File: src/rtl/busz_pkg.sv
package busz_pkg;

  typedef enum logic [1:0] {
    SZ_BYTE  = 2'd0,
    SZ_SHORT = 2'd1,
    SZ_LONG  = 2'd2,
    SZ_RSVD  = 2'd3
  } accSize_t;

  // control -> datapath strobes
  typedef struct packed {
    logic load;     // latch a new request
    logic step;     // advance to next beat (address and lane index)
    logic capture;  // sample read lanes for current beat
    logic drive;    // a strobe is active
  } dpCtl_t;

  function automatic logic [2:0] beatsFor(accSize_t sz, logic wide);
    case (sz)
      SZ_BYTE:  return 3'd1;
      SZ_SHORT: return wide ? 3'd1 : 3'd2;
      SZ_LONG:  return wide ? 3'd2 : 3'd4;
      default:  return 3'd1;
    endcase
  endfunction

  function automatic logic reqIllegal(accSize_t sz, logic wide, logic [1:0] lo);
    case (sz)
      SZ_BYTE:  return 1'b0;
      SZ_SHORT: return !wide && lo[0];
      SZ_LONG:  return lo != 2'b00;
      default:  return 1'b1;
    endcase
  endfunction

endpackage

File: src/rtl/busz_ctrl.sv
module busz_ctrl
  import busz_pkg::*;
#(
  parameter int WR_LEN = 56,
  parameter int WR_GAP = 4,
  parameter int RD_SEG = 54
) (
  input  logic     clk,
  input  logic     rst_n,
  input  logic     reqValid,
  input  logic     reqWrite,
  input  accSize_t reqSize,
  input  logic     reqWide,
  input  logic [1:0] reqAddrLo,
  output logic     reqReady,
  output logic     busRdN,
  output logic     busWrN,
  output logic     dataOe,
  output logic     done,
  output logic     err,
  output dpCtl_t   ctl
);

  localparam int LEN_MAX = (WR_LEN > RD_SEG) ? WR_LEN : RD_SEG;
  localparam int ALL_MAX = (LEN_MAX > WR_GAP) ? LEN_MAX : WR_GAP;
  localparam int CNT_W   = $clog2(ALL_MAX + 1);
  localparam logic [CNT_W-1:0] WR_LAST  = CNT_W'(WR_LEN - 1);
  localparam logic [CNT_W-1:0] RD_LAST  = CNT_W'(RD_SEG - 1);
  localparam logic [CNT_W-1:0] GAP_LAST = CNT_W'(WR_GAP - 1);

  typedef enum logic [1:0] {S_IDLE, S_STROBE, S_GAP} state_t;

  state_t           stQ;
  logic [CNT_W-1:0] cntQ;
  logic [2:0]       leftQ;
  logic             isWrQ;
  logic             doneQ;
  logic             errQ;

  logic accept, bad, segEnd, lastBeat;

  assign accept   = (stQ == S_IDLE) && reqValid;
  assign bad      = reqIllegal(reqSize, reqWide, reqAddrLo);
  assign segEnd   = (stQ == S_STROBE) && (cntQ == (isWrQ ? WR_LAST : RD_LAST));
  assign lastBeat = (leftQ == 3'd1);

  always_ff @(posedge clk or negedge rst_n) begin
    if (!rst_n) begin
      stQ   <= S_IDLE;
      cntQ  <= '0;
      leftQ <= '0;
      isWrQ <= 1'b0;
      doneQ <= 1'b0;
      errQ  <= 1'b0;
    end else begin
      doneQ <= 1'b0;
      errQ  <= 1'b0;
      case (stQ)
        S_IDLE: begin
          if (accept) begin
            if (bad) begin
              errQ <= 1'b1;
            end else begin
              stQ   <= S_STROBE;
              cntQ  <= '0;
              leftQ <= beatsFor(reqSize, reqWide);
              isWrQ <= reqWrite;
            end
          end
        end
        S_STROBE: begin
          if (segEnd) begin
            cntQ  <= '0;
            leftQ <= leftQ - 3'd1;
            if (lastBeat) begin
              stQ   <= S_IDLE;
              doneQ <= 1'b1;
            end else if (isWrQ) begin
              stQ <= S_GAP;
            end
          end else begin
            cntQ <= cntQ + 1'b1;
          end
        end
        S_GAP: begin
          if (cntQ == GAP_LAST) begin
            cntQ <= '0;
            stQ  <= S_STROBE;
          end else begin
            cntQ <= cntQ + 1'b1;
          end
        end
        default: stQ <= S_IDLE;
      endcase
    end
  end

  assign ctl.load    = accept && !bad;
  assign ctl.step    = segEnd && !lastBeat;
  assign ctl.capture = segEnd && !isWrQ;
  assign ctl.drive   = (stQ == S_STROBE);

  assign reqReady = (stQ == S_IDLE);
  assign busRdN   = !((stQ == S_STROBE) && !isWrQ);
  assign busWrN   = !((stQ == S_STROBE) && isWrQ);
  assign dataOe   = (stQ == S_STROBE) && isWrQ;
  assign done     = doneQ;
  assign err      = errQ;


  one_strobe_chk: assert property (@(posedge clk) disable iff (!rst_n)
    !(!busRdN && !busWrN));


  done_pulse_chk: assert property (@(posedge clk) disable iff (!rst_n)
    done |=> !done);


  err_quiet_chk: assert property (@(posedge clk) disable iff (!rst_n)
    err |-> (busRdN && busWrN && !done && $past(reqReady)));


  busy_ready_chk: assert property (@(posedge clk) disable iff (!rst_n)
    (!busRdN || !busWrN) |-> !reqReady);

endmodule

File: src/rtl/busz_dp.sv
module busz_dp
  import busz_pkg::*;
#(
  parameter int ADDR_W = 16
) (
  input  logic              clk,
  input  logic              rst_n,
  input  dpCtl_t            ctl,
  input  logic              reqWrite,
  input  accSize_t          reqSize,
  input  logic              reqWide,
  input  logic [ADDR_W-1:0] reqAddr,
  input  logic [31:0]       reqWdata,
  input  logic [15:0]       dataIn,
  output logic [ADDR_W-1:0] busAddr,
  output logic [15:0]       dataOut,
  output logic              hiEnN,
  output logic [31:0]       rdData
);

  logic [ADDR_W-1:0] addrQ;
  logic [31:0]       wdQ;
  logic [31:0]       rdQ;
  accSize_t          szQ;
  logic              wideQ;
  logic              wrQ;
  logic [1:0]        idxQ;

  logic [ADDR_W-1:0] stepAmt;
  logic [31:0]       wdShift;
  logic [15:0]       lanes;
  logic              hiRaw;

  assign stepAmt = {{(ADDR_W-2){1'b0}}, wideQ, !wideQ};
  assign wdShift = wdQ >> {idxQ, 3'b000};

  always_ff @(posedge clk or negedge rst_n) begin
    if (!rst_n) begin
      addrQ <= '0;
      wdQ   <= '0;
      rdQ   <= '0;
      szQ   <= SZ_BYTE;
      wideQ <= 1'b0;
      wrQ   <= 1'b0;
      idxQ  <= '0;
    end else begin
      if (ctl.load) begin
        addrQ <= reqAddr;
        wdQ   <= reqWdata;
        rdQ   <= '0;
        szQ   <= reqSize;
        wideQ <= reqWide;
        wrQ   <= reqWrite;
        idxQ  <= '0;
      end else begin
        if (ctl.capture) begin
          if (!wideQ)
            rdQ[{idxQ, 3'b000} +: 8] <= dataIn[7:0];
          else if (szQ == SZ_BYTE)
            rdQ[7:0] <= addrQ[0] ? dataIn[15:8] : dataIn[7:0];
          else
            rdQ[{idxQ[0], 4'b0000} +: 16] <= dataIn;
        end
        if (ctl.step) begin
          addrQ <= addrQ + stepAmt;
          idxQ  <= idxQ + 2'd1;
        end
      end
    end
  end

  // lane steering for writes
  always_comb begin
    if (!wideQ) begin
      lanes = {8'h00, wdShift[7:0]};
      hiRaw = 1'b1;
    end else if (szQ == SZ_BYTE) begin
      lanes = addrQ[0] ? {wdQ[7:0], 8'h00} : {8'h00, wdQ[7:0]};
      hiRaw = !addrQ[0];
    end else begin
      lanes = idxQ[0] ? wdQ[31:16] : wdQ[15:0];
      hiRaw = 1'b0;
    end
  end

  assign busAddr = addrQ;
  assign dataOut = wrQ ? lanes : 16'h0000;
  assign hiEnN   = ctl.drive ? (wrQ ? hiRaw : 1'b0) : 1'b1;
  assign rdData  = rdQ;

endmodule

File: src/rtl/busz_seq.sv
module busz_seq
  import busz_pkg::*;
#(
  parameter int ADDR_W = 16,
  parameter int WR_LEN = 56,
  parameter int WR_GAP = 4,
  parameter int RD_SEG = 54
) (
  input  logic              clk,
  input  logic              rst_n,
  input  logic              reqValid,
  output logic              reqReady,
  input  logic              reqWrite,
  input  logic [1:0]        reqSize,
  input  logic              reqWide,
  input  logic [ADDR_W-1:0] reqAddr,
  input  logic [31:0]       reqWdata,
  output logic              done,
  output logic              err,
  output logic [31:0]       rdData,
  output logic [ADDR_W-1:0] busAddr,
  output logic              busRdN,
  output logic              busWrN,
  output logic              hiEnN,
  output logic [15:0]       dataOut,
  output logic              dataOe,
  input  logic [15:0]       dataIn
);

  dpCtl_t   ctl;
  accSize_t sz;

  assign sz = accSize_t'(reqSize);

  busz_ctrl #(.WR_LEN(WR_LEN), .WR_GAP(WR_GAP), .RD_SEG(RD_SEG)) u_ctrl (
    .clk(clk), .rst_n(rst_n), .reqValid(reqValid), .reqWrite(reqWrite),
    .reqSize(sz), .reqWide(reqWide), .reqAddrLo(reqAddr[1:0]),
    .reqReady(reqReady), .busRdN(busRdN), .busWrN(busWrN), .dataOe(dataOe),
    .done(done), .err(err), .ctl(ctl)
  );

  busz_dp #(.ADDR_W(ADDR_W)) u_dp (
    .clk(clk), .rst_n(rst_n), .ctl(ctl), .reqWrite(reqWrite), .reqSize(sz),
    .reqWide(reqWide), .reqAddr(reqAddr), .reqWdata(reqWdata), .dataIn(dataIn),
    .busAddr(busAddr), .dataOut(dataOut), .hiEnN(hiEnN), .rdData(rdData)
  );


  read_hien_chk: assert property (@(posedge clk) disable iff (!rst_n)
    !busRdN |-> !hiEnN);


  wr_addr_stable_chk: assert property (@(posedge clk) disable iff (!rst_n)
    (!busWrN && $past(!busWrN)) |-> $stable(busAddr));

endmodule

File: config.mk
export PLATFORM = sky130hd
export DESIGN_NAME = busz_seq
export DESIGN_NICKNAME = d
export VERILOG_FILES = /design/src/rtl/busz_pkg.sv /design/src/rtl/busz_ctrl.sv /design/src/rtl/busz_dp.sv /design/src/rtl/busz_seq.sv
export SDC_FILE = /design/constraint.sdc
export NUM_CORES = 1
export LEC_CHECK = 0
export ABC_AREA = 1
export CAP_MARGIN = 10
export CORE_ASPECT_RATIO = 0.75
export CORE_UTILIZATION = 50
export CTS_BUF_LIST = sky130_fd_sc_hd__clkbuf_8
export DETAILED_ROUTE_END_ITERATION = 16
export GPL_TIMING_DRIVEN = 0
export PLACE_DENSITY_LB_ADDON = 0.3
export SETUP_SLACK_MARGIN = 0.2
export SKIP_LAST_GASP = 1
export SYNTH_ARGS = -nofsm -noshare
export SYNTH_HDL_FRONTEND = slang
export SYNTH_SLANG_ARGS = --single-unit
File: constraint.sdc
create_clock -name clk -period 4.2 [get_ports clk]
set_input_delay 0.84 -clock clk [delete_from_list [all_inputs] [get_ports clk]]
set_output_delay 0.84 -clock clk [all_outputs]
set_load 0.03 [all_outputs]
Word level (Yosys, flattened, before mapping)
Cells that the tools add are included.
{"block": "classes", "n_addsub": 6, "n_eq_ne": 13, "n_shift": 5, "muxes": 48, "n_bitwise": 1, "n_reduce_logical": 29}
{"op": "$mux W16", "count": 7}
{"op": "$mux W32", "count": 3}
{"op": "$bwmux W32", "count": 2}
{"op": "$shift A16 B7 Y32 const A", "count": 1}
{"op": "$shift A8 B7 Y32 const A", "count": 1}
{"op": "$shiftx A16 B7 Y32", "count": 1}
{"op": "$shiftx A8 B7 Y32", "count": 1}
{"op": "$shr A32 B5 Y8", "count": 1}
{"op": "$mux W24", "count": 1}
{"op": "$mux W6", "count": 4}
{"op": "$mux W2", "count": 10}
{"op": "$pmux W6 S3", "count": 1}
{"op": "$add A16 B2 Y16", "count": 1}
{"op": "$mux W8", "count": 2}
{"op": "$neg A5 Y7", "count": 2}
{"op": "$mux W3", "count": 4}
{"op": "$pmux W3 S2", "count": 2}
{"op": "$mux W1", "count": 10}
{"op": "$logic_and A1 B1 Y1", "count": 8}
{"op": "$logic_not A1 Y1", "count": 8}
{"op": "$reduce_bool A2 Y1", "count": 4}
{"op": "$add A6 B1 Y6 const B", "count": 1}
{"op": "$eq A6 B2 Y1 const B", "count": 1}
{"op": "$eq A6 B6 Y1", "count": 1}
{"op": "other kinds (17)", "count": 25}
{"block": "totals", "regBits": 100, "input_bits": 71, "out_inout_bits": 71}

Depth between registers and ports, before layout
{"block": "logic_depth", "depth_word": 7, "depth_mapped": 14, "depth_no_buf": 12}

Modules after synthesis
From an unflattened synthesis, not the netlist that was laid out.
{"block": "unflattened", "hier_cells": 865, "area_unflattened_um2": 6251.0}
{"mod": "busz_dp", "instances": 1, "cells_each": 725, "area_each_um2": 5213.8, "seq_area_each_um2": 2152.1}
{"mod": "busz_ctrl", "instances": 1, "cells_each": 140, "area_each_um2": 1037.2, "seq_area_each_um2": 350.3}

Worst setup path after synthesis
No wires, ideal clock.
{"block": "synth_path", "path_kind": "register to output", "from": "reg u_dp.idxQ[0]", "to": "out dataOut[0]", "arrival_time_ps": 1945, "t_required_ps": 3360, "setup_slack_ps": 1415, "stages_incl_launch_ff": 7, "cell_sequence": "dfrtp_1 > buf_2 > inv_1 > buf_2 > buf_2 > a21oi_1 > o32ai_1"}
{"block": "synth_via", "elab_chain_cells": 4, "elab_cells_between_ends": 5, "cone_classes": "shift (1); mux (4)"}
{"element": "from (decl)", "line": "busz_dp.sv:27", "source": "logic [1:0] idxQ;"}
{"element": "from (signal assigned)", "line": "busz_dp.sv:66", "source": "idxQ <= idxQ + 2'd1;"}
{"element": "parallel branches: the longest is 2 deep, another holds $shr A32 B5 Y8"}
{"element": "$mux W16 *", "line": "busz_dp.sv:74", "source": "if (!wideQ) begin"}
{"element": "$mux W16 *", "line": "busz_dp.sv:87", "source": "assign dataOut = wrQ ? lanes : 16'h0000;"}
{"element": "to (decl)", "line": "busz_seq.sv:25", "source": "output logic [15:0] dataOut,"}
Mark *: on every way between the ends.

Worst setup path after layout
{"block": "layout_path", "from": "reg u_dp.wideQ", "to": "out dataOut[0]"}
{"block": "layout_via", "elab_chain_cells": 2}
{"element": "from (decl)", "line": "busz_dp.sv:25", "source": "logic wideQ;"}
{"element": "from (signal assigned)", "line": "busz_dp.sv:52", "source": "wideQ <= reqWide;"}
{"element": "$mux W16", "line": "busz_dp.sv:74"}
{"element": "$mux W16", "line": "busz_dp.sv:87"}
Every way passes these cells.

==> impl_metrics.py <==
metrics = {
    "run_status": {
        "run_status": "finished clean",
    },
    "sta": {
        "fmax_mhz": 256.2,
        "finalSetupViolCount": 0,
        "tightestPinTransition_ns": 0.6628,
        "rsz0062_at_grt": "false",
        "slew_headroom": 0.5547,
        "min_period_over_period": 0.9295,
        "skew_ns": 0.01644,
        "slew_violations": 0,
        "tns_ns": 0,
        "final.min_clock_period_ns": 3.904,
        "hold_viol": 0,
    },
    "detailed_routing": {
        "wl_mm": 20.58,
        "num_vias": 7132,
        "postRouteAntennaNets": 0,
        "via_per_inst": 5.568,
        "wl_met2_mm": 8.792,
        "drt_iter0_drc": 671,
        "dr.pass1.iters": 5,
        "drc": 0,
        "routed.top_layer": "met4",
        "dr_wl_met3_mm": 1.895,
        "wire_per_inst_um": 16.06,
        "met1Wirelength_mm": 9.438,
    },
    "clocking": {
        "cts_root_buf": "clkbuf_8",
        "cts_tree": "yes",
        "clkTransAtPathRegs_ns": 0.11,
        "clk_path_buf_depth": 2,
        "cts_setup_buffers": 0,
        "cts.sinks": 100,
        "worstSkewPairLatency_ns": 0.39,
        "numCtsBuffers": 9,
        "htree_num_levels": 3,
    },
    "critical_path": {
        "end_kind": "output port",
        "crit_required_ns": 3.36,
        "crit_path_start": "u_dp.wideQ",
        "cp.arrival_ns": 3.06,
        "r2r_start": "u_dp.wideQ",
        "cp_cell_sequence": "inv_2, buf_4, buf_2, nand2_1, o32ai_1, clkdlybuf4s50_1",
        "rrSetupSlack_ns": 1.15,
        "cp_slowest_cell": "clkdlybuf4s50_1",
        "setup.worst_path.class": "flop to output port",
        "cp-start-kind": "flop",
        "cpPeakStageDelay_ns": 0.76,
        "cp-endpoint": "dataOut[0]",
        "crit_fanout": 10,
        "ff2ff_path_depth": 14,
        "worstReg2RegEnd": "u_dp.busAddr[10]",
    },
    "grt": {
        "grt_pass1_wl_mm": 32.79,
        "antenna_found_initial": 0,
        "first_global_vias": 6389,
        "overflow": 0,
        "grtUsageTotal": 0.3009,
        "grt_max_degree": 64,
    },
    "placement": {
        "port_buffers": 141,
        "hpwl_mm": 15.43,
        "dp.cells": 1265,
        "gp_congestion": 0.9374,
    },
    "layout": {
        "syn2layout_area_growth_pct": 27.20,
        "multi_input_area_mm2": 0.003701,
        "seq_area_mm2": 0.002502,
        "n_fill_cell": 1211,
        "nets": 1191,
        "stdcell_count": 1281,
        "drive_gt1_frac": 0.08829,
        "n_antenna_cell": 0,
    },
    "synthesis": {
        "synth-edff-count": 0,
        "syn_inst": 952,
        "ys_seq_area_frac": 0.3660,
        "async_flop_share": 1.000,
        "synth_area_leaders": "dfrtp_1 37%, nand2_1 16%, o21ai_0 6.7%",
        "synth_nets": 1038,
        "synthMostInstantiatedCell": "nand2_1",
        "yosys.area.top_type": "dfrtp_1",
        "ys_seq_elements": 100,
        "synth_ff_type": "dfrtp_1",
        "avgSynthCellArea_um2": 7.181,
        "ys.warnings.count": 0,
        "synthesis.area_mm2": 0.006837,
        "yosys.area.top_type_share": 0.3660,
        "synthTopCellsByCount": "292 x nand2_1, 100 x dfrtp_1, 92 x o21ai_0",
        "ys_types": 45,
    },
    "power_and_ir_drop": {
        "vdd_ir_drop_max_mv": 0.4504,
        "p_per_area_mw_per_mm2": 737.6,
        "p_leak_nw": 3.961,
    },
    "floorplanning": {
        "num_rows": 36,
        "start_util": 0.5198,
        "dieHeight_um": 103.3,
        "design.die.area_mm2": 0.01415,
        "fp.coreArea_mm2": 0.01315,
        "num_io_pins": 142,
        "fp.dieW_um": 137.0,
    },
    "job": {
        "drv_cap": 0,
    },
    "hold_path": {
        "hold_class": "input port to asynchronous set/reset pin",
    },
}
==> metal layers <==
metal,vias up,global-route usage
met4,0,0.09552
met5,-,0
li1,3436,-
met3,42,0.05068
met1,3275,0.4407
met2,379,0.4526
==> cells in the final DEF, fill, tap and decap left out, types with 6 or more instances in the layout <==
| master | n |
|---|---|
| o21ai_0 | 92 |
| o21bai_2 | 20 |
| buf_2 | 21 |
| clkdlybuf4s50_1 | 140 |
| nand4_1 | 31 |
| a21oi_1 | 16 |
| o211ai_1 | 7 |
| dfrtp_1 | 100 |
| inv_2 | 7 |
| nor3_1 | 8 |
| a22oi_1 | 16 |
| nand2_1 | 292 |
| a211oi_1 | 10 |
| o22ai_1 | 6 |
| nand3_1 | 64 |
| o21ai_1 | 17 |
| nor2_1 | 70 |
| xor2_1 | 6 |
| clkbuf_1 | 15 |
| ha_1 | 14 |
| inv_1 | 87 |
| clkbuf_8 | 10 |
==> critical path, delay by kind of cell (launching register included) <==
kind            cells  cell delay [ns]
simple gates        1             0.28
buf+inv             4             1.40
flops               1             0.50
compound gates      1             0.49
==> through the flow <==
step / hold WS (ns) / area (um^2) / worst slack (ns) / util / total power, W
floorplan: 0.4492 / 6837 / 1.415 / - / 0.004351
global placement: 0.4652 / 8462 / -1.453 / 0.6434 / 0.005594
detailed placement: 0.4678 / 8487 / 0.8008 / 0.6453 / 0.005686
CTS: 0.4208 / 8688 / 0.3458 / 0.6606 / 0.006349
global route: 0.4424 / 8696 / 0.2425 / 0.6611 / 0.006878
finish: 0.4062 / 8696 / 0.2962 / 0.6611 / 0.006414
==> area by class of cell <==
type / instances / share of cell area
timing repair buffer: 142 / 0.1652
tap: 171 / 0.02460
sequential: 100 / 0.2878
multi-input combinational: 710 / 0.4256
clock buffer: 10 / 0.01583
clock inverter: 6 / 0.007338
buffer: 46 / 0.03223
inverter: 96 / 0.04144
==> power by group <==
part / switching [W] / leakage (nW) / internal [W]
clock: 0.000365 / 0.104 / 0.000292
combinational: 0.00260 / 2.57 / 0.00146
sequential: 0.000332 / 1.29 / 0.00137
total: 0.00329 / 3.96 / 0.00312
==> registers in the layout (all words and copies together), names as in the netlist, 2 cells and up <==
name	cells
u_ctrl.leftQ	3
u_dp.busAddr	16
u_ctrl.cntQ	6
u_dp.idxQ	2
u_dp.szQ	2
u_ctrl.stQ	2
u_dp.wdQ	32
u_dp.rdData	32
==> kinds of logic (layout without fill, tap and decap cells) <==
family | count (synthesis) | after routing | share of synthesized area
simple gates | 495 | 495 | 0.3260
compound gates | 193 | 193 | 0.1768
buf+inv | 142 | 300 | 0.09370
flops | 100 | 100 | 0.3660
fa+ha+maj | 15 | 15 | 0.02855
xor+xnor | 7 | 7 | 0.008968
==> how the worst min path moves through the flow <==
stage	slack [ns]	cells past startpoint	to
floorplan	0.45	2	u_dp.wdQ[24]
global placement	0.47	2	u_dp.rdData[7]
detailed placement	0.47	2	u_dp.rdData[7]
CTS	0.42	1	u_dp.busAddr[10]
global route	0.44	1	u_dp.busAddr[10]
finish	0.41	1	u_dp.busAddr[10]
==> repair_timing <==
| action | CTS | global route |
|---|---|---|
| setup endpoints to repair | 0 | 1 |
| hold buffers | 0 | 0 |
| resized for setup | 0 | 1 |
Power figures use the tool's default switching activity.
